<file path="src/rtl/ilsk_pkg.sv">
package ilsk_pkg;
  localparam int WORD_W = 16;
  localparam int OP_W   = 5;
  localparam int BF_W   = 5;
  localparam int AF_W   = 6;
  localparam int LEN_W  = 2;
  localparam int CHG_W  = 2;

  localparam logic [OP_W-1:0] COND_FIRST = 5'h10;
  localparam logic [OP_W-1:0] COND_LAST  = 5'h17;

  // selector codes that pull a following word: 0x10..0x17, 0x1E, 0x1F
  function automatic logic sel_takes_word(input logic [AF_W-1:0] sel);
    return ((sel >= 6'h10) && (sel <= 6'h17)) || (sel == 6'h1E) || (sel == 6'h1F);
  endfunction

  function automatic logic op_is_cond(input logic [OP_W-1:0] op);
    return (op >= COND_FIRST) && (op <= COND_LAST);
  endfunction
endpackage

</file>
<file path="src/rtl/ilsk_field_decode.sv">
module ilsk_field_decode
  import ilsk_pkg::*;
(
  input  logic [WORD_W-1:0] word_i,
  output logic [OP_W-1:0]   op_o,
  output logic [BF_W-1:0]   b_o,
  output logic [AF_W-1:0]   a_o,
  output logic              b_need_o,
  output logic              a_need_o,
  output logic              cond_o
);
  localparam int B_LSB = OP_W;
  localparam int A_LSB = OP_W + BF_W;

  always_comb begin
    op_o     = word_i[B_LSB-1:0];
    b_o      = word_i[A_LSB-1:B_LSB];
    a_o      = word_i[WORD_W-1:A_LSB];
    // b only pulls a word for two-operand forms
    b_need_o = (op_o != '0) && sel_takes_word({1'b0, b_o});
    // a pulls a word unless the whole low part of the word is zero
    a_need_o = ((op_o != '0) || (b_o != '0)) && sel_takes_word(a_o);
    cond_o   = op_is_cond(op_o);
  end
endmodule

</file>
<file path="src/rtl/ilsk_addr_gen.sv">
module ilsk_addr_gen
  import ilsk_pkg::*;
(
  input  logic [WORD_W-1:0] addr_i,
  input  logic              b_need_i,
  input  logic              a_need_i,
  output logic [LEN_W-1:0]  len_o,
  output logic [WORD_W-1:0] b_addr_o,
  output logic [WORD_W-1:0] a_addr_o,
  output logic [WORD_W-1:0] next_o
);
  always_comb begin
    len_o    = LEN_W'(1) + LEN_W'(b_need_i) + LEN_W'(a_need_i);
    b_addr_o = addr_i + WORD_W'(1);
    a_addr_o = addr_i + WORD_W'(1) + WORD_W'(b_need_i);
    next_o   = addr_i + WORD_W'(len_o);
  end
endmodule

</file>
<file path="src/rtl/ilsk_skip_ctrl.sv">
module ilsk_skip_ctrl
  import ilsk_pkg::*;
#(
  parameter logic [CHG_W-1:0] COND_COST      = 2'd2,
  parameter logic [CHG_W-1:0] FAIL_COST      = 2'd1,
  parameter logic [CHG_W-1:0] SKIP_COND_COST = 2'd1
)(
  input  logic             clk,
  input  logic             rst_n,
  input  logic             valid_i,
  input  logic             cond_i,
  input  logic             fail_i,
  output logic             skip_o,
  output logic             exec_o,
  output logic [CHG_W-1:0] charge_o
);
  logic skip_q, skip_d, skip_en;

  always_comb begin
    skip_d   = skip_q;
    exec_o   = 1'b0;
    charge_o = '0;
    skip_en  = valid_i;
    if (valid_i) begin
      if (skip_q) begin
        skip_d = cond_i;
        if (cond_i) charge_o = SKIP_COND_COST;
      end else begin
        exec_o = 1'b1;
        skip_d = cond_i && fail_i;
        if (cond_i) charge_o = COND_COST + (fail_i ? FAIL_COST : '0);
      end
    end
  end

  always_ff @(posedge clk or negedge rst_n) begin
    if (!rst_n)       skip_q <= 1'b0;
    else if (skip_en) skip_q <= skip_d;
  end

  assign skip_o = skip_q;

  a_r7_fail_sets_skip: assert property (@(posedge clk) disable iff (!rst_n)
    valid_i && !skip_q && cond_i && fail_i |=> skip_q);
  a_r9_chain_holds: assert property (@(posedge clk) disable iff (!rst_n)
    valid_i && skip_q && cond_i |=> skip_q);
  a_r10_skip_ends: assert property (@(posedge clk) disable iff (!rst_n)
    valid_i && skip_q && !cond_i |=> !skip_q);
  a_r12_idle_hold: assert property (@(posedge clk) disable iff (!rst_n)
    !valid_i |=> $stable(skip_q));
  a_r7_noncond_no_skip: assert property (@(posedge clk) disable iff (!rst_n)
    valid_i && !skip_q && !cond_i |=> !skip_q);
endmodule

</file>
<file path="src/rtl/ilsk_unit.sv">
module ilsk_unit
  import ilsk_pkg::*;
(
  input  logic        clk,
  input  logic        rst_n,
  input  logic        instr_valid,
  input  logic [15:0] instr_word,
  input  logic [15:0] instr_addr,
  input  logic        cond_fail,
  output logic [4:0]  op_code,
  output logic [4:0]  b_code,
  output logic [5:0]  a_code,
  output logic        b_ext_need,
  output logic        a_ext_need,
  output logic [15:0] b_ext_addr,
  output logic [15:0] a_ext_addr,
  output logic [1:0]  instr_len,
  output logic [15:0] next_pc,
  output logic        exec_en,
  output logic [1:0]  cycle_charge
);
  logic [1:0] rst_sync_q;
  logic       rst_int_n;
  logic       is_cond;
  logic       skip_state;

  // asynchronous assertion, synchronous release
  always_ff @(posedge clk or negedge rst_n) begin
    if (!rst_n) rst_sync_q <= 2'b00;
    else        rst_sync_q <= {rst_sync_q[0], 1'b1};
  end
  assign rst_int_n = rst_sync_q[1];

  ilsk_field_decode u_dec (
    .word_i   (instr_word),
    .op_o     (op_code),
    .b_o      (b_code),
    .a_o      (a_code),
    .b_need_o (b_ext_need),
    .a_need_o (a_ext_need),
    .cond_o   (is_cond)
  );

  ilsk_addr_gen u_addr (
    .addr_i   (instr_addr),
    .b_need_i (b_ext_need),
    .a_need_i (a_ext_need),
    .len_o    (instr_len),
    .b_addr_o (b_ext_addr),
    .a_addr_o (a_ext_addr),
    .next_o   (next_pc)
  );

  ilsk_skip_ctrl u_skip (
    .clk      (clk),
    .rst_n    (rst_int_n),
    .valid_i  (instr_valid),
    .cond_i   (is_cond),
    .fail_i   (cond_fail),
    .skip_o   (skip_state),
    .exec_o   (exec_en),
    .charge_o (cycle_charge)
  );

  a_r4_len_range: assert property (@(posedge clk) disable iff (!rst_int_n)
    instr_valid |-> (instr_len != 2'd0));
  a_r5_a_after_b: assert property (@(posedge clk) disable iff (!rst_int_n)
    instr_valid && b_ext_need |-> (a_ext_addr == b_ext_addr + 16'd1));
  a_r8_skip_no_exec: assert property (@(posedge clk) disable iff (!rst_int_n)
    skip_state |-> !exec_en);
endmodule

</file>
<file path="config.mk">
export PLATFORM = sky130hd
export DESIGN_NAME = ilsk_unit
export DESIGN_NICKNAME = d
export VERILOG_FILES = /design/src/rtl/ilsk_pkg.sv /design/src/rtl/ilsk_field_decode.sv /design/src/rtl/ilsk_addr_gen.sv /design/src/rtl/ilsk_skip_ctrl.sv /design/src/rtl/ilsk_unit.sv
export SDC_FILE = /design/constraint.sdc
export NUM_CORES = 1
export LEC_CHECK = 0
export BUFFER_PORTS_ARGS = -buffer_cell sky130_fd_sc_hd__buf_4
export CAP_MARGIN = 20
export CORE_MARGIN = 5
export CORE_UTILIZATION = 27
export DETAILED_ROUTE_END_ITERATION = 12
export GPL_ROUTABILITY_DRIVEN = 1
export HOLD_SLACK_MARGIN = 0.05
export PLACE_DENSITY_LB_ADDON = 0.1
export SLEW_MARGIN = 20
export SYNTH_ARGS = -nofsm -noshare
export SYNTH_HDL_FRONTEND = slang
export SYNTH_HIERARCHICAL = 1
export SYNTH_SLANG_ARGS = --single-unit
export TNS_END_PERCENT = 10
</file>
<file path="constraint.sdc">
create_clock -name clk -period 4.7 [get_ports clk]
set_input_delay 0.94 -clock clk [delete_from_list [all_inputs] [get_ports clk]]
set_output_delay 0.94 -clock clk [all_outputs]
set_load 0.02 [all_outputs]
</file>
Word level (Yosys, flattened, before mapping)
Cells that the tools add are included.
- bits of input ports: 36
- memory bits (read-only): 0
- memories kept: 0
- memory bits (writable): 0
- logic and storage cells: 39
- register bits after elaboration: 3
- latch bits: 0
- output and inout bits: 71
- multipliers: 0
- add/subtract/negate cells: 6
- bitwise logic cells: 0
- shifts and indexed selects: 0
- equal/unequal tests: 4
- mux-type cells: 8
- divide/modulo/power cells: 0
- order comparisons: 6
- reductions and logical operators: 13
- operators by type and width (operator ; number):
    $add 16x1->16 ; 1
    $add 16x1->16 const B ; 1
    $add 16x2->16 ; 1
    $eq 6x5->1 const B ; 2
    $eq 5x5->1 const B ; 2
    $ge 5x5->1 const B ; 2
    $le 5x5->1 const B ; 2
    $reduce_bool 5->1 ; 2
    $ge 6x5->1 const B ; 1
    $le 6x5->1 const B ; 1
    $logic_and 1x1->1 ; 6
    $mux 2 ; 3
    $logic_or 1x1->1 ; 5
    $mux 1 ; 5
    $add 1x1->2 const A ; 1
    $add 2x1->2 ; 1
    $add 2x2->2 const A ; 1

Logic depth before layout (Yosys ltp)
- depth after elaboration: 8
- mapped depth: 13
- mapped depth without buffers: 13

Hierarchy
Netlist, hierarchy kept.
- by module, submodules not included (module ; instances ; sequential area each (µm²) ; cells each ; area each (µm²)):
    ilsk_addr_gen ; 1 ; 0.0 ; 166 ; 1126.1
    ilsk_field_decode ; 1 ; 0.0 ; 27 ; 186.4
    ilsk_skip_ctrl ; 1 ; 25.0 ; 9 ; 60.1
    ilsk_unit ; 1 ; 50.0 ; 3 ; 53.8

Worst setup path after synthesis
Ideal clock, no wire load.
- path kind: input to output
- start: in instr_word[0]
- end: out next_pc[8]
- data required time: 3.760 ns
- arrival time: 4.190 ns
- path slack: -0.430 ns
- cell stages on the path: 11
- path buffers: 0
- cell sequence: or4_4 > nor4_1 > a2111oi_0 > inv_1 > ha_1 > inv_1 > ha_1 > fa_1 > nand3_1 > or2_2 > xnor2_1
- cells in the longest elaborated chain, start to end: 5
- elaborated cells between the ends (all ways): 7
- those cells by class: add/sub: 3; reduce/logical: 4
- ends and longest elaborated chain (element ; RTL line ; text):
    start: declaration ; ilsk_unit.sv:7 ; input logic [15:0] instr_word,
    $reduce_bool 5->1 ; ilsk_field_decode.sv:22 ; a_need_o = ((op_o != '0) || (b_o != '0)) && sel_takes_word(a_o);
    $logic_or 1x1->1 ; ilsk_field_decode.sv:22 ;
    $logic_and 1x1->1 ; ilsk_field_decode.sv:22 ;
    via a_ext_need ; ilsk_unit.sv:14 ; output logic a_ext_need,
    $add 2x1->2 ; ilsk_addr_gen.sv:13 ; len_o = LEN_W'(1) + LEN_W'(b_need_i) + LEN_W'(a_need_i);
    via instr_len[0] ; ilsk_unit.sv:17 ; output logic [1:0] instr_len,
    $add 16x2->16 ; ilsk_addr_gen.sv:16 ; next_o = addr_i + WORD_W'(len_o);
    end: declaration ; ilsk_unit.sv:18 ; output logic [15:0] next_pc,
The timed path passes the listed nets, and every way through them passes these cells.

Final worst setup path
- start: in instr_word[0]
- end: out next_pc[15]
- cells in the longest elaborated chain, start to end: 5
- elaborated cells between the ends (all ways): 7
- those cells by class: add/sub: 3; reduce/logical: 4
- ends and longest elaborated chain (element ; RTL line):
    $reduce_bool 5->1 (*) ; ilsk_field_decode.sv:20, ilsk_field_decode.sv:22
    $logic_and 1x1->1 / $logic_or 1x1->1 (equally long branches) ; ilsk_field_decode.sv:20, ilsk_field_decode.sv:22
    $add 1x1->2 / $logic_and 1x1->1 (equally long branches) ; ilsk_addr_gen.sv:13, ilsk_field_decode.sv:22
    $add 2x1->2 (*) ; ilsk_addr_gen.sv:13
    $add 16x2->16 (*) ; ilsk_addr_gen.sv:16
Mark *: on every way between the ends. The rest lies on a longest branch, timed or not.

==> impl_metrics.tcl <==
set metrics [dict create \
    synth-edff-count 0 \
    critPathArrivalTime_ps 3530 \
    ys_seq_area_frac 0.0526 \
    die_y_um 82.7 \
    insertion_delay_ps 210 \
    ant_nets 0 \
    fin_util 0.436 \
    dp.cells 355 \
    synth_fp_nets 248 \
    synth_area_per_cell_um2 6.96 \
    fin_crit_sh 0.951 \
    fin_cells 360 \
    cts_buffer_depth 2 \
    finalCriticalPeriod_ps 4470 \
    root_buffer "clkbuf_8" \
    power.density_mw_per_mm2 153 \
    cts_tree "yes" \
    synth_top_area_cell "xnor2_1" \
    fill_cells 574 \
    cp.required_ps 3760 \
    synth_top_area_frac 0.147 \
    cp_cell_sequence "buf_4 -> or4_4 -> nor4_2 -> a2111oi_2 -> inv_1 -> ha_1 -> inv_1 -> ha_1 -> a21o_1 -> nand3_1 -> nor2_1 -> nand3_1 -> nor2_1 -> xor2_1 -> buf_4" \
    clock_sinks 3 \
    setup.worst_path.start "instr_word[0]" \
    cp-start-kind "primary input" \
    dr_total_vias 1660 \
    die-area_mm2 0.00684 \
    hold_path.class "reg -> reg" \
    clock.fmax_mhz 224 \
    clkSlewWorstSetupHoldPaths_ps 30 \
    drt_first_iter_violations 78 \
    grt_remaining_overflow 0 \
    synth_ff_type "dfrtp_1" \
    core_mm2 0.00511 \
    reg2reg_from "u_skip/skip_o" \
    finalHoldViolations 0 \
    min_from "rst_sync_q[0]" \
    ys_ff_latch 3 \
    wl_per_cell_um 12.8 \
    syn2layout_area_growth_pct 56.1 \
    layout.nets 334 \
    slowest_delay_ps 530 \
    crit_path_end_kind "output pin" \
    htreeDepth 1 \
    drc 0 \
    gp_congestion 0.746 \
    cp_max_fo 2 \
    grt_use_total 0.133 \
    syn-cell-area_mm2 0.00143 \
    yosys_warnings 6 \
    max_slew.worst_pin.slew_ps 577 \
    cp_slowest_cell "or4_4" \
    yosysUniqueCellTypes 46 \
    antennaDiodeCount 0 \
    final_cell_area_mm2 0.00223 \
    grt_pass1_wl_um 7290 \
    antenna_found_initial 0 \
    grt_pass1_vias 1603 \
    rows 26 \
    synthTopCellsByArea "xnor2_1 (15%), xor2_1 (9.8%), buf_4 (8.9%), dfrtp_1 (5.3%), ha_1 (5.3%)" \
    finalSetupViolCount 0 \
    p_leak_nw 1.05 \
    slew_headroom 0.612 \
    worst_clock_skew_ps 0.283 \
    wl_um 4620 \
    grt_max_degree 16 \
    slew_viol_final 0 \
    die_x_um 82.7 \
    maxCapViolations 0 \
    io_buffers 104 \
    drtPass1Iterations 4 \
    drive_gt1_frac 0.428 \
    path_class "in -> out" \
    initial_core_util 0.279 \
    place_area_mm2 0.00216 \
    outcome "finished clean" \
    dp_hpwl_um 3950 \
    cts_made_buffers 3 \
    async_reset_ff_frac 1.00 \
    peakVddDrop_uv 120 \
    cts_setup_buffers 0 \
    postSynthCellCount 205 \
    via_per_inst 4.61 \
    num_io_pins 107 \
]
-- cell families after synthesis --
family          after synthesis  share of synthesized area
xor+xnor                     40                      0.246
simple gates                 86                      0.326
fa+ha+maj                     7                     0.0667
other cells                   1                    0.00263
buf+inv                      46                      0.173
flops                         3                     0.0526
compound gates               22                      0.133
-- cell usage in the layout, fill, tap and decap left out, types with 2 or more instances in the layout --
cell	instances
a21oi_1	5
nor3_1	7
inv_1	17
nor2b_1	5
nor2_1	17
and4b_1	2
or2_2	2
and3_1	2
nand3_1	13
xnor2_1	24
ha_1	6
nor3b_1	2
buf_4	109
or4_4	2
xor2_1	16
nor4_1	3
dfrtp_1	3
nand2_1	16
nand4_1	5
a21o_1	3
clkbuf_8	3
-- what timing repair did --
item,CTS,global route
endpoints found under the hold margin,1,0
gates resized for setup,0,3
setup endpoints to repair,0,5
hold buffers,1,0
-- final cells by class --
type / instances / area [um^2] / area share
Multi-Input combinational cell: 156 / 1130 / 0.506
Inverter: 17 / 63.8 / 0.0287
Sequential cell: 3 / 75.1 / 0.0337
Timing Repair Buffer: 110 / 828 / 0.372
Clock buffer: 4 / 45.0 / 0.0202
Tap cell: 70 / 87.6 / 0.0393
-- flip-flops by register name, summed over array words and instances (netlist names) --
signal and cells:
u_skip/skip_o 1, rst_sync_q 2
-- worst paths after layout --
path	end	slack, ps	cells after the start
worst min-delay path	rst_sync_q[1]	350	0
worst min register to register	rst_sync_q[1]	350	0
worst max register to register	u_skip/skip_o	4010	2
max in group asynchronous	u_skip/skip_o	4070	1
min in group asynchronous	rst_sync_q[1]	500	1
worst max-delay path	next_pc[15]	230	15
-- metal layers --
metal | track usage | share of wire
met5 | 0 | 0
met4 | 0.0196 | 0
met3 | 0.0315 | 0.088
met2 | 0.238 | 0.48
met1 | 0.163 | 0.43
-- power by group --
group / total [W] / internal, W / switching, W / leakage [nW]
Clock: 0.0000734 / 0.0000577 / 0.0000157 / 0.0228
Sequential: 0.0000288 / 0.0000277 / 0.00000111 / 0.0360
Combinational: 0.000239 / 0.000105 / 0.000134 / 0.991
-- critical path, delay by kind of cell --
| kind | cells | cell delay (ps) |
|---|---|---|
| fa+ha+maj | 2 | 400 |
| xor+xnor | 1 | 150 |
| simple gates | 6 | 1390 |
| buf+inv | 4 | 420 |
| compound gates | 2 | 240 |
-- per-stage QoR --
step / hold slack [ps] / setup TNS (ps) / power [W] / setup slack (ps)
2_1_floorplan: -5.66 / -29.9 / 0.000173 / -29.9
3_3_place_gp: -2.20 / 0 / 0.000270 / 112
3_5_place_dp: -0.352 / 0 / 0.000270 / 73.8
4_1_cts: 351 / 0 / 0.000347 / 68.4
5_1_grt: 370 / -37.4 / 0.000367 / -28.2
6_report: 347 / 0 / 0.000342 / 232
-- synth_stat cells, types with 4 or more instances --
| library cell | number |
|---|---|
| xnor2_1 | 24 |
| buf_4 | 17 |
| inv_1 | 17 |
| nor2_1 | 17 |
| nand2_1 | 16 |
| xor2_1 | 16 |
| nand3_1 | 14 |
| buf_2 | 8 |
| nor3_1 | 7 |
| ha_1 | 6 |
| a21oi_1 | 5 |
| nand4_1 | 5 |
| nor2b_1 | 5 |
| nor4_1 | 4 |
Note: power is estimated with default switching activity, not from simulation.
